<file path="src/rtl/cfsig_pkg.sv">
package cfsig_pkg;
    localparam int unsigned NSUB = 3;

    typedef enum logic [1:0] {
        S_IDLE  = 2'd0,
        S_FIRST = 2'd1,
        S_RUN   = 2'd2
    } slot_st_t;

    typedef enum logic {
        E_CLEAR = 1'b0,
        E_HELD  = 1'b1
    } err_st_t;
endpackage

</file>
<file path="src/rtl/cfsig_errhold.sv">
module cfsig_errhold
    import cfsig_pkg::*;
#(
    parameter int unsigned NPROC = 16,
    parameter int unsigned CPU_W = 4,
    parameter int unsigned LBL_W = 24,
    localparam int unsigned PID_W = $clog2(NPROC)
) (
    input  logic             clk,
    input  logic             rst_n,
    input  logic             clr,
    input  logic             bad,
    input  logic [PID_W-1:0] bad_pid,
    input  logic [CPU_W-1:0] bad_cpu,
    input  logic [LBL_W-1:0] bad_label,
    input  logic [NPROC-1:0] exp_v,
    output logic             flow_err,
    output logic [PID_W-1:0] err_pid,
    output logic [CPU_W-1:0] err_cpu,
    output logic [LBL_W-1:0] err_label,
    output logic             tmo_err,
    output logic [PID_W-1:0] tmo_pid
);
    err_st_t          fst_q, fst_d, tst_q, tst_d;
    logic [PID_W-1:0] first_exp;
    logic             any_exp;
    logic             f_cap, t_cap;

    always_comb begin
        first_exp = '0;
        for (int i = NPROC - 1; i >= 0; i--)
            if (exp_v[i]) first_exp = PID_W'(i);
        any_exp = |exp_v;
    end

    always_comb begin
        fst_d = fst_q;
        f_cap = 1'b0;
        unique case (fst_q)
            E_CLEAR: if (bad) begin fst_d = E_HELD; f_cap = 1'b1; end
            E_HELD:  if (clr && bad) f_cap = 1'b1;
                     else if (clr) fst_d = E_CLEAR;
            default: fst_d = E_CLEAR;
        endcase
        tst_d = tst_q;
        t_cap = 1'b0;
        unique case (tst_q)
            E_CLEAR: if (any_exp) begin tst_d = E_HELD; t_cap = 1'b1; end
            E_HELD:  if (clr && any_exp) t_cap = 1'b1;
                     else if (clr) tst_d = E_CLEAR;
            default: tst_d = E_CLEAR;
        endcase
    end

    always_ff @(posedge clk or negedge rst_n) begin
        if (!rst_n) begin
            fst_q <= E_CLEAR;
            tst_q <= E_CLEAR;
        end else begin
            fst_q <= fst_d;
            tst_q <= tst_d;
        end
    end

    always_ff @(posedge clk or negedge rst_n) begin
        if (!rst_n) begin
            err_pid   <= '0;
            err_cpu   <= '0;
            err_label <= '0;
            tmo_pid   <= '0;
        end else begin
            if (f_cap) begin
                err_pid   <= bad_pid;
                err_cpu   <= bad_cpu;
                err_label <= bad_label;
            end
            if (t_cap) tmo_pid <= first_exp;
        end
    end

    assign flow_err = (fst_q == E_HELD);
    assign tmo_err  = (tst_q == E_HELD);
endmodule

</file>
<file path="config.mk">
export PLATFORM = sky130hd
export DESIGN_NAME = cfsig_errhold
export DESIGN_NICKNAME = d
export VERILOG_FILES = /design/src/rtl/cfsig_pkg.sv /design/src/rtl/cfsig_errhold.sv
export SDC_FILE = /design/constraint.sdc
export NUM_CORES = 1
export LEC_CHECK = 0
export ABC_AREA = 1
export ABC_CLOCK_PERIOD_IN_PS = 3200
export BUFFER_PORTS_ARGS = -buffer_cell sky130_fd_sc_hd__clkbuf_2
export CAP_MARGIN = 20
export CORE_MARGIN = 3
export CORE_UTILIZATION = 38
export CTS_BUF_LIST = sky130_fd_sc_hd__clkbuf_8
export DETAILED_ROUTE_END_ITERATION = 12
export PLACE_DENSITY = 0.77
export SETUP_SLACK_MARGIN = 0.05
export SYNTH_ARGS = -nofsm -noshare
export SYNTH_HDL_FRONTEND = slang
export SYNTH_SLANG_ARGS = --single-unit
</file>
<file path="constraint.sdc">
create_clock -name clk -period 3.2 [get_ports clk]
set_clock_uncertainty 0.2 [all_clocks]
set_input_delay 0.64 -clock clk [delete_from_list [all_inputs] [get_ports clk]]
set_output_delay 0.64 -clock clk [all_outputs]
set_load 0.01 [all_outputs]
</file>
Yosys cells after proc, flatten, opt, wreduce, memory -nomap -nowiden
Cells that the tools add are included.

Word-level logic and storage cells: 38. Output and inout port bits: 38. Input bits: 52. Bits in registers: 38.

Multiplexer cells: 27. Reductions and logical operators: 3. Bitwise operators: 2.

Operator list (count): 2-to-1 mux 4 bit (16); OR reduction 16 bit (1); case mux 1 bit (2 select lines) (4); 2-to-1 mux 1 bit (7); logical AND 1 bit (2); inverter 1 bit (2).

Longest topological paths before layout
Gate-level depths: netlist of run 1.

Word-level depth: 16. Depth in mapped cells: 17. Mapped depth without buffers: 17.

Worst setup path before layout of run 1
Ideal clock, no wire load.

Path type: input to register. From: input exp_v[15]. To: register tmo_pid[0]. Arrival: 1.430 ns. Path slack: 1.453 ns. Stages: 7. Setup time: 0.116 ns. Data required time: 2.884 ns. Path buffers: 0. Cells stage by stage: or2_4 -> nor3_4 -> nand2_2 -> o21ai_4 -> nor2_2 -> nand2_1 -> nand2_1.

Word-level cells in the longest chain between the ends: 16. Elaborated cells between the ends (all ways): 21. Classes of those cells: mux: 19; reduce/logical: 2.

RTL lines: start, declared (RTL line cfsig_errhold.sv:16) `input logic [NPROC-1:0] exp_v,`; 2-to-1 mux 4 bit (16 in a row) (RTL line cfsig_errhold.sv:32) `if (exp_v[i]) first_exp = PID_W'(i);`; end signal, assigned (RTL line cfsig_errhold.sv:77) `if (t_cap) tmo_pid <= first_exp;`; end, declared (RTL line cfsig_errhold.sv:22) `output logic [PID_W-1:0] tmo_pid`.

Parallel ways exist; a longest one is shown, timed or not. A chain may end at the register's enable or synchronous reset.

Worst setup path after layout of run 1
From: input clr. To: register err_label[1].

Word-level cells in the longest chain between the ends: 3.

RTL lines: start, declared (RTL line cfsig_errhold.sv:11) `input logic clr,`; logical AND 1 bit (RTL line cfsig_errhold.sv:41) `E_HELD: if (clr && bad) f_cap = 1'b1;`; 2-to-1 mux 1 bit (RTL line cfsig_errhold.sv:41); case mux 1 bit (2 select lines) (RTL line cfsig_errhold.sv:39) `unique case (fst_q)`; end signal, assigned (RTL line cfsig_errhold.sv:75) `err_label <= bad_label;`; end, declared (RTL line cfsig_errhold.sv:20) `output logic [LBL_W-1:0] err_label,`.

No other way between the ends.

==> summary.md, run 1 <==
| Metric | Value |
|---|---|
| Status | finished clean |
| Setup bufs post-CTS | 0 |
| Die area | 0.00516 mm2 |
| Vias in the first global route | approximately 1.2k |
| Chip Width | slightly above 70 um |
| CTS resizes | 0 |
| Wire per inst | 11.4 um |
| Final Cycle Share | a little over half |
| Nets@finish | 285 |
| H-tree Lvls | 2 |
| R2R setup slack | 1.64 ns |
| Synthesis-to-layout area growth | 38.8% |
| Unrepaired setup endpoints after global routing | false |
| First-pass GRT wire length | 5260 um |
| YS warnings | 0 |
| Root Buffer | clkbuf_8 |
| Fraction of layout cells with a size suffix above 1 | 58.1% |
| Tightest Hold Check Type | in -> async |
| Multi-input gate area | 609 um2 |
| Crit path arrival time | 1.66 ns |
| Worst-path clk slew | 0.08 ns |
| Clk buf depth | 2 |
| Final hold violations | 0 |
| Starting density of the core | 40.3% |
| Diodes inserted | 0 |
| DP Area | 0.00215 mm2 |
| Slew at the pin with the worst max-slew slack | 0.927 ns |
| Final ANT Viol Nets | 0 |
| Cell variety after synth | 17 |
| Power density over the cells | 567 mW/mm2 |
| Height of the die | 71.8 um |
| Crit end category | flip-flop |
| Post-synth EDFFs | 0 |
| Total of max-cap violations | 0 |
| Rows | 23 |
| Layout fillers | 348 |
| Highest-count cells in the layout ignoring fill and taps | clkbuf_2 (89), dfrtp_1 (38), mux2_2 (32) |
| Post-DP HPWL | 2480 um |
| Seq/Total Area, Yosys | 57.8% |
| Syn Nets | 191 |
| Total GRT Usage | between 10% and 20% |
| Max IR drop VDD | 377 uV |
| Initial antenna violation count | 0 |
| TritonRoute pass-1 iters | 3 |
| Static leakage | 0.00122 uW |
| Post-route minimum period | 1.70 ns |
| Area of the core | 0.00409 mm2 |
| Num Clock Sinks | 38 |
| Slowest CP cell | mux2_2 |
| Final Cell Area | around 0.0023 mm2 |
| Clk Latency, worst-skew pair | 0.28 ns |
| Syn Area/Cell | 11.8 um2 |
| Routability cong. | 0.744 |
| Setup TNS | 0 ns |
| Final setup fails | 0 |
| Slew headroom | a little under two fifths |
| Top-Level Pins | 90 |
| Critical Path Max Stage Delay | 0.39 ns |
| Slew Limit Fails | 0 |
| CTS tree | yes |
| Port bufs | 89 |
| Mapped Area | 0.00165 mm2 |
| DRC violations left | 0 |
| Flops & latches, synth | 38 |
| F_max | 590 MHz |
| Cell mode on critical path | nand2_1 |
| Via count | 1,284 |
| Async SR Flop Fraction | between 90% and 100% |
| Synth Flop Type | dfrtp_1 |
| Gr ovfl total | 0 |
| Post-Route WL | 3230 um |
| CTS buffer count | 5 |
| Worst-path fanout max | 32 |
| Startpoint Class | input port |
| Largest net degree at the start of global routing | 39 |
| Reg area | 951 um2 |
| Initial DRC Count | 23 |
| Syn Inst Count | 139 |
| Vias per cell | about 4.5 |
| Worst-path cell chain | clkbuf_2 -> inv_1 -> nand2_1 -> nand2_1 -> buf_4 -> mux2_2 |
| CTS Hold Bufs | 0 |
| Most common cell after layout, fill and taps aside | clkbuf_2 |
| Worst path required time | ~3.2 ns |
| Worst setup path class | in -> reg |
-- per-layer routing --
layer	track usage [%]	share of wire (%)	up-vias
li1	-	-	636
met1	15.1	41	593
met2	22.1	50	53
met3	5.75	9.1	2
met4	3.76	0.50	0
met5	0	0	-
-- kinds of logic (layout without fill, tap and decap cells) --
| logic type | Yosys count | after routing | synth area share [%] |
|---|---|---|---|
| flip-flops | 38 | 38 | 57.8 |
| AND/OR/NAND/NOR | 41 | 41 | 12.5 |
| buffers and inverters | 22 | 117 | 5.24 |
| multiplexers | 32 | 32 | 21.9 |
| AO/OA/AOI/OAI | 6 | 6 | 2.66 |
-- path summary, 6_finish.rpt --
kind,from,end,cells after the start
worst max-delay path,clr,err_label[1]$_DFFE_PN0P_,6
worst max register to register,flow_err$_DFF_PN0_,err_label[1]$_DFFE_PN0P_,4
min in group clk,tmo_pid[0]$_DFFE_PN0P_,tmo_pid[0]$_DFFE_PN0P_,2
max in group asynchronous,rst_n,tmo_pid[2]$_DFFE_PN0P_,1
worst min-delay path,rst_n,err_label[9]$_DFFE_PN0P_,1
worst min register to register,tmo_pid[0]$_DFFE_PN0P_,tmo_pid[0]$_DFFE_PN0P_,2
-- through the flow --
stage / power (uW) / util [%] / hold WS (ns) / setup slack [ns] / instances
finish: 1300 / 55.9 / 0.275 / 1.50 / 284
global route: 1370 / 55.9 / 0.308 / 1.42 / 284
global placement: 823 / 52.5 / 0.281 / 1.22 / 276
floorplan: 707 / - / 0.144 / 1.45 / 139
CTS: 1320 / 55.9 / 0.293 / 1.51 / 284
detailed placement: 831 / 52.5 / 0.270 / 1.20 / 276
-- registers in the layout, indices dropped and copies added (netlist names) --
signal and count:
err_label 24, err_cpu 4, tmo_pid 4, err_pid 4, tmo_err 1, flow_err 1
-- cell type report --
cell class                      count  share of cell area [%]
Clock inverter                      3                    3.01
Clock buffer                        5                    3.01
Timing Repair Buffer               90                    19.8
Tap cell                           50                    2.74
Inverter                           19                    3.12
Multi-Input combinational cell     79                    26.7
Sequential cell                    38                    41.6
-- Yosys cell counts (3+ instances only) --
cell	n	area (um2)
a21oi_1	3	15.0
buf_2	3	15.0
dfrtp_1	38	951
inv_1	19	71.3
mux2_2	32	360
nand2_1	25	93.8
nand3_1	7	35.0
nor2_1	3	11.3
-- worst max-delay path: cells and delay by family --
kind	cells	cell delay (ns)
buffers and inverters	3	0.50
multiplexers	1	0.39
AND/OR/NAND/NOR	2	0.11
-- report_power, final --
group          switching [uW]  total [uW]  internal (uW)  leakage (uW)
sequential               30.3         574            544      0.000446
combinational             116         242            126      0.000701
clock                     168         480            312     0.0000683
total                     314        1300            982       0.00122
Note: power is estimated with default switching activity, not from simulation.
==> run 2: changes to the inputs <==
--- a/config.mk
+++ b/config.mk
@@ -6,7 +6,7 @@
 export NUM_CORES = 1
 export LEC_CHECK = 0
 export ABC_AREA = 1
-export ABC_CLOCK_PERIOD_IN_PS = 3200
+export ABC_CLOCK_PERIOD_IN_PS = 1700
 export BUFFER_PORTS_ARGS = -buffer_cell sky130_fd_sc_hd__clkbuf_2
 export CAP_MARGIN = 20
 export CORE_MARGIN = 3
==> constraint.sdc (replaced) <==
create_clock -name clk -period 1.7 [get_ports clk]
set_clock_uncertainty 0.2 [all_clocks]
set_input_delay 0.34 -clock clk [delete_from_list [all_inputs] [get_ports clk]]
set_output_delay 0.34 -clock clk [all_outputs]
set_load 0.01 [all_outputs]
==> run 2 against run 1 <==
Sequential cell count stayed put. Combinational power grew 94%. Global-route usage shrank 0.48 points.
==> summary.md, run 2 (same netlist as run 1, synthesis figures left out) <==
| Metric | Value |
|---|---|
| Crit path arrival time | 1.39 ns (was 1.66 ns) |
| Most flops, register | err_label (unchanged) |
| Starting density of the core | 40.3% (unchanged) |
| Diodes inserted | 0 (unchanged) |
| Slew at the pin with the worst max-slew slack | 0.263 ns (was 0.927 ns) |
| CTS buffer count | 5 (unchanged) |
| Register-to-Register Path Depth | 4 (unchanged) |
| Final hold violations | 0 (unchanged) |
| Worst-path clk slew | 0.07 ns (was 0.08 ns) |
| Top-Level Pins | 90 (unchanged) |
| Area of the core | 0.00409 mm2 (unchanged) |
| Max IR drop VDD | 513 uV (was 377 uV) |
| Highest-count cells in the layout ignoring fill and taps | clkbuf_2 (89), dfrtp_1 (38), mux2_2 (32) (unchanged) |
| Nets@finish | 288 (was 285) |
| Clk buf depth | 2 (unchanged) |
| Post-Route WL | 3150 um (was 3230 um) |
| Non-Filler Instances | 287 (was 284) |
| Final Cell Area | 0.00233 mm2 (was 0.00228 mm2) |
| F_max | 701 MHz |
| Vias per cell | 4.48 (was 4.52) |
| Initial DRC Count | 34 (was 23) |
| Status | finished clean (unchanged) |
| Final worst slack | 0.272 ns (was 1.50 ns) |
| Final Cycle Share | a little over four fifths |
| Hold Path Stages | 3 |
| FF-to-FF End | err_label[22]$_DFFE_PN0P_ (was err_label[1]$_DFFE_PN0P_) |
| Crit end category | flip-flop (unchanged) |
| R2R setup slack | 0.27 ns (was 1.64 ns) |
| DP Area | 0.00219 mm2 (was 0.00215 mm2) |
| Fraction of layout cells with a size suffix above 1 | 58.2% (was 58.1%) |
| Slew Limit Fails | 0 (unchanged) |
| DRC violations left | 0 (unchanged) |
| Clk Latency, worst-skew pair | 0.28 ns (about the same) |
| Rows | 23 (unchanged) |
| Worst setup path class | reg -> reg (was in -> reg) |
| Power density over the cells | 1050 mW/mm2 (was 567 mW/mm2) |
| CTS resizes | 0 (unchanged) |
| Root Buffer | clkbuf_8 (unchanged) |
| Largest net degree at the start of global routing | 35 (was 39) |
| Die area | 0.00516 mm2 (unchanged) |
| Total GRT Usage | 12.6% (was 13.1%) |
| Setup bufs post-CTS | 0 (unchanged) |
| Layout fillers | 355 (was 348) |
| Post-route minimum period | 1.43 ns |
| Max FFs per register | 24 (unchanged) |
| Port bufs | 89 (unchanged) |
| Chip Width | 71.8 um (unchanged) |
| TritonRoute pass-1 iters | 2 (was 3) |
| Unrepaired setup endpoints after global routing | false (unchanged) |
| Worst path required time | 1.66 ns (was 3.17 ns) |
| First-pass GRT wire length | 5190 um (was 5260 um) |
| Pre-CTS WS | 0.0627 ns (was 1.20 ns) |
| Synthesis-to-layout area growth | 41.8% (was 38.8%) |
| Tightest Hold Check Type | in -> reg (was in -> async) |
| Post-DP HPWL | 2610 um (was 2480 um) |
| Initial antenna violation count | 0 (unchanged) |
| Static leakage | 0.00124 uW (was 0.00122 uW) |
| Final setup fails | 0 (unchanged) |
| Num Clock Sinks | 38 (unchanged) |
| Routability cong. | 0.758 (was 0.744) |
| Most common cell after layout, fill and taps aside | clkbuf_2 (unchanged) |
| Wire per inst | 11.0 um (was 11.4 um) |
| Worst Setup SP | flow_err$_DFF_PN0_ (was clr) |
| Multi-input gate area | 609 um2 (unchanged) |
| Gr ovfl total | 0 (unchanged) |
| CP endpoint | err_label[22]$_DFFE_PN0P_ (was err_label[1]$_DFFE_PN0P_) |
| CTS Hold Bufs | 1 (was 0) |
| Worst-path fanout max | 28 (was 32) |
| Worst reg2reg startpoint | flow_err$_DFF_PN0_ (unchanged) |
| CTS tree | yes (unchanged) |
| Height of the die | 71.8 um (unchanged) |
| Reg area | 951 um2 (unchanged) |
| Startpoint Class | flip-flop (was input port) |
| Via count | 1,286 (was 1,284) |
| Setup TNS | 0 ns (unchanged) |
| Placed cells | 278 (was 276) |
| Hold Crit Start | bad |
| H-tree Lvls | 2 (unchanged) |
| Final ANT Viol Nets | 0 (unchanged) |
| Vias in the first global route | 1,265 (was 1,247) |
| Total power | 2440 uW (was 1300 uW) |
| Slew headroom | 82.4% (was 38.2%) |
| Total of max-cap violations | 0 (unchanged) |
[run 2: cell types whose count changed in the layout (fill, tap and decap cells not counted), sizes merged]
cell	before	now
buf	1	3
dlygate4sd3	0	1
[run 2: worst min path at each step]
stage / end / slack, ns
global placement: err_label[8]$_DFFE_PN0P_ / -0.03
floorplan: err_cpu[0]$_DFFE_PN0P_ / -0.16
CTS: flow_err$_DFF_PN0_ / 0.05
detailed placement: err_label[11]$_DFFE_PN0P_ / -0.03
finish: flow_err$_DFF_PN0_ / 0.06
global route: flow_err$_DFF_PN0_ / 0.07
[run 2: per-stage QoR]
step / hold slack, ns / utilization [%]
detailed placement: -0.0269 / 53.5
global route: 0.0747 / 57.1
floorplan: -0.156 / -
global placement: -0.0277 / 53.5
finish: 0.0570 / 57.1
CTS: 0.0529 / 57.1
[run 2: report_power, final]
part	leakage, uW	switching [uW]	internal, uW
clock network	0.0000683	307	588
logic	0.000724	219	249
registers	0.000446	57.9	1020
total	0.00124	584	1860
[run 2: per-layer routing]
metal	track usage, %	vias up	wire length (um)
met5	0	-	0
met2	21.8	53	1540
met1	14.6	585	1300
li1	-	643	-
met4	5.64	0	38
met3	3.37	5	272
[run 2: cell type report]
type                            count  share of cell area [%]
Clock inverter                      3                    2.95
Multi-Input combinational cell     79                    26.1
Sequential cell                    38                    40.7
Tap cell                           50                    2.68
Inverter                           19                    3.05
Clock buffer                        5                    2.95
Timing Repair Buffer               93                    21.5
[run 2: critical path, stage by stage (launching register included)]
cell and delay (ns):
dfrtp_1 0.35, nand2_1 0.07, nand2_1 0.13, buf_12 0.20, mux2_2 0.35
==> run 3: changes to the inputs <==
--- a/config.mk
+++ b/config.mk
@@ -6,7 +6,7 @@
 export NUM_CORES = 1
 export LEC_CHECK = 0
 export ABC_AREA = 1
-export ABC_CLOCK_PERIOD_IN_PS = 1700
+export ABC_CLOCK_PERIOD_IN_PS = 1410
 export BUFFER_PORTS_ARGS = -buffer_cell sky130_fd_sc_hd__clkbuf_2
 export CAP_MARGIN = 20
 export CORE_MARGIN = 3
==> constraint.sdc (replaced) <==
create_clock -name clk -period 1.41 [get_ports clk]
set_clock_uncertainty 0.2 [all_clocks]
set_input_delay 0.282 -clock clk [delete_from_list [all_inputs] [get_ports clk]]
set_output_delay 0.282 -clock clk [all_outputs]
set_load 0.01 [all_outputs]
==> run 3 against run 2 <==
Sequential share of layout area down 2.1 points. First-iteration DRC count up 79%. Highest routed layer unchanged. Via count increased by 4.3%. Total power up 10%. Cell area increased by 5.5%.
==> summary.md, run 3 (same netlist as run 1, synthesis figures left out) <==
| Metric | Value |
|---|---|
| Diodes inserted | 0 (unchanged) |
| F_max | 726 MHz (was 701 MHz) |
| Vias per cell | 4.48 (about the same) |
| Routability cong. | 0.693 (was 0.758) |
| FF-to-FF End | err_label[19]$_DFFE_PN0P_ (was err_label[22]$_DFFE_PN0P_) |
| Highest-count cells in the layout ignoring fill and taps | clkbuf_2 (87), dfrtp_1 (38), mux2_2 (22) (was clkbuf_2 (89), dfrtp_1 (38), mux2_2 (32)) |
| H-tree Lvls | 2 (unchanged) |
| Final hold violations | 0 (unchanged) |
| Worst reg2reg startpoint | flow_err$_DFF_PN0_ (unchanged) |
| Via count | 1,341 (was 1,286) |
| Worst-path cell chain | nand2_2 -> nand2_4 -> buf_12 -> mux2_2 (was nand2_1 -> nand2_1 -> buf_12 -> mux2_2) |
| Worst-path fanout max | 16 (was 28) |
| Crit path depth | 4 (unchanged) |
| Height of the die | 71.8 um (unchanged) |
| Power density over the cells | 1090 mW/mm2 (was 1050 mW/mm2) |
| Root Buffer | clkbuf_8 (unchanged) |
| Slew headroom | 83.4% (was 82.4%) |
| Final ANT Viol Nets | 0 (unchanged) |
| First-pass GRT wire length | 6080 um (was 5190 um) |
| Total of max-cap violations | 0 (unchanged) |
| Cell-internal power | 1980 uW (was 1860 uW) |
| Nets@finish | 300 (was 288) |
| Crit path arrival time | 1.35 ns (was 1.39 ns) |
| Slew Limit Fails | 0 (unchanged) |
| Vias in the first global route | 1,369 (was 1,265) |
| Post-route minimum period | 1.38 ns (was 1.43 ns) |
| Net Sw Power | 717 uW (was 584 uW) |
| TritonRoute pass-1 iters | 4 (was 2) |
| Area of the core | 0.00409 mm2 (unchanged) |
| Worst Setup SP | flow_err$_DFF_PN0_ (unchanged) |
| Status | finished clean (unchanged) |
| Top-Level Pins | 90 (unchanged) |
| Most flops, register | err_label (unchanged) |
| Critical path buffers and inverters | 1 (unchanged) |
| Total GRT Usage | 15.3% (was 12.6%) |
| Gr ovfl total | 0 (unchanged) |
| Final Cycle Share | 97.7% (was 84.0%) |
| Chip Width | 71.8 um (unchanged) |
| DRC violations left | 0 (unchanged) |
| Hold slack final | 0.0299 ns (was 0.0570 ns) |
| Final worst slack | 0.0326 ns (was 0.272 ns) |
| Clk buf depth | 2 (unchanged) |
| Crit end category | flip-flop (unchanged) |
| Clk Latency, worst-skew pair | 0.28 ns (about the same) |
| Max FFs per register | 24 (unchanged) |
| Num Clock Sinks | 38 (unchanged) |
| CTS tree | yes (unchanged) |
| R2R setup slack | 0.03 ns (was 0.27 ns) |
| Die area | 0.00516 mm2 (unchanged) |
| Register-to-Register Path Depth | 4 (unchanged) |
| Final setup fails | 0 (unchanged) |
| CP endpoint | err_label[19]$_DFFE_PN0P_ (was err_label[22]$_DFFE_PN0P_) |
| Wire per inst | 12.6 um (was 11.0 um) |
| Worst-path clk slew | 0.07 ns (about the same) |
| Worst setup path class | reg -> reg (unchanged) |
| Post-DP HPWL | 2870 um (was 2610 um) |
| Initial antenna violation count | 0 (unchanged) |
| Worst path required time | 1.38 ns (was 1.66 ns) |
| Post-Route WL | 3770 um (was 3150 um) |
| Static leakage | 0.00134 uW (was 0.00124 uW) |
| Startpoint Class | flip-flop (unchanged) |
| Synthesis-to-layout area growth | 49.5% (was 41.8%) |
| Unrepaired setup endpoints after global routing | true (was false) |
| Critical Path Max Stage Delay | 0.37 ns (was 0.35 ns) |
| Largest net degree at the start of global routing | 39 (was 35) |
| Pre-CTS WS | -0.174 ns (was 0.0627 ns) |
| Slew at the pin with the worst max-slew slack | 0.247 ns (was 0.263 ns) |
| Clock power frac | 27.3% (was 36.6%) |
| Starting density of the core | 40.3% (unchanged) |
| Rows | 23 (unchanged) |
| Initial DRC Count | 61 (was 34) |
| Combinational power share | 23.9% (was 19.2%) |
| Switching Fraction | 26.6% (was 23.9%) |
| Fraction of layout cells with a size suffix above 1 | 61.8% (was 58.2%) |
| Slowest CP cell | dfrtp_1 (unchanged) |
| Max IR drop VDD | 388 uV (was 513 uV) |
| Most common cell after layout, fill and taps aside | clkbuf_2 (unchanged) |
| Reg power frac | 48.7% (was 44.3%) |
| CTS buffer count | 5 (unchanged) |
| Tightest Hold Check Type | in -> reg (unchanged) |
| Delay-heaviest family, CP | flip-flops (unchanged) |
| Port bufs | 89 (unchanged) |
run 3: cell count changes in the layout (fill, tap and decap cells not counted), moves of 2 or more:
cell	before	now
bufinv_16	2	0
buf_4	1	13
clkbuf_2	89	87
mux2_4	0	10
nand2_2	1	4
mux2_2	32	22
nand2_1	25	21
run 3: final cells by class:
class / count / area, um2
fill: 349 / 1620
sequential: 38 / 951
multi-input combinational: 79 / 662
timing repair buffer: 105 / 622
clock buffer: 6 / 82.6
inverter: 19 / 73.8
tap: 50 / 62.6
clock inverter: 2 / 8.76
run 3: per-stage QoR:
stage,util [%],instances,power [uW],cell area (um2),setup TNS (ns)
CTS,59.5,299,2710,2430,0
finish,60.3,299,2690,2460,0
global placement,56.2,289,1920,2290,-2.07
floorplan,-,139,1630,1690,0
detailed placement,56.2,289,1950,2290,-2.76
global route,60.3,299,2850,2460,-0.788
run 3: worst min path at each step:
stage               startpoint                        end  depth (start not counted)
floorplan                rst_n     err_cpu[0]$_DFFE_PN0P_                          0
global placement         rst_n  err_label[16]$_DFFE_PN0P_                          2
detailed placement       rst_n  err_label[17]$_DFFE_PN0P_                          2
CTS                 bad_pid[0]     err_pid[0]$_DFFE_PN0P_                          2
global route        bad_pid[0]     err_pid[0]$_DFFE_PN0P_                          2
finish              bad_pid[0]     err_pid[0]$_DFFE_PN0P_                          2
run 3: per-layer routing:
layer / track usage [%] / share of wire (%) / wire length [um] / up-vias
met5: 0 / 0 / 0 / -
met4: 7.31 / 1.6 / 59 / 0
met3: 4.21 / 9.8 / 369 / 5
met2: 25.6 / 49 / 1830 / 65
met1: 18.1 / 40 / 1500 / 601
li1: - / - / - / 670
run 3: power groups by stage:
stage,logic (uW),registers [uW],clock network [uW]
after floorplan,236,1400,0
after global placement,603,1320,0
after detailed placement,617,1330,0
after CTS,639,1310,760
after global routing,705,1330,818
final,644,1310,736
run 3: timing repair:
action / in CTS / in global routing
hold buffers: 1 / 0
gates cloned: 1 / 0
endpoints found under the setup margin: 32 / 33
buffers inserted: 0 / 0
hold endpoints to repair: 38 / 0
resized for setup: 3 / 11
pin swaps: 1 / 9
run 3: worst register-to-register path: stages (launching register included):
cell     delay, ns
dfrtp_1       0.37
nand2_2       0.08
nand2_4       0.11
buf_12        0.17
mux2_2        0.35
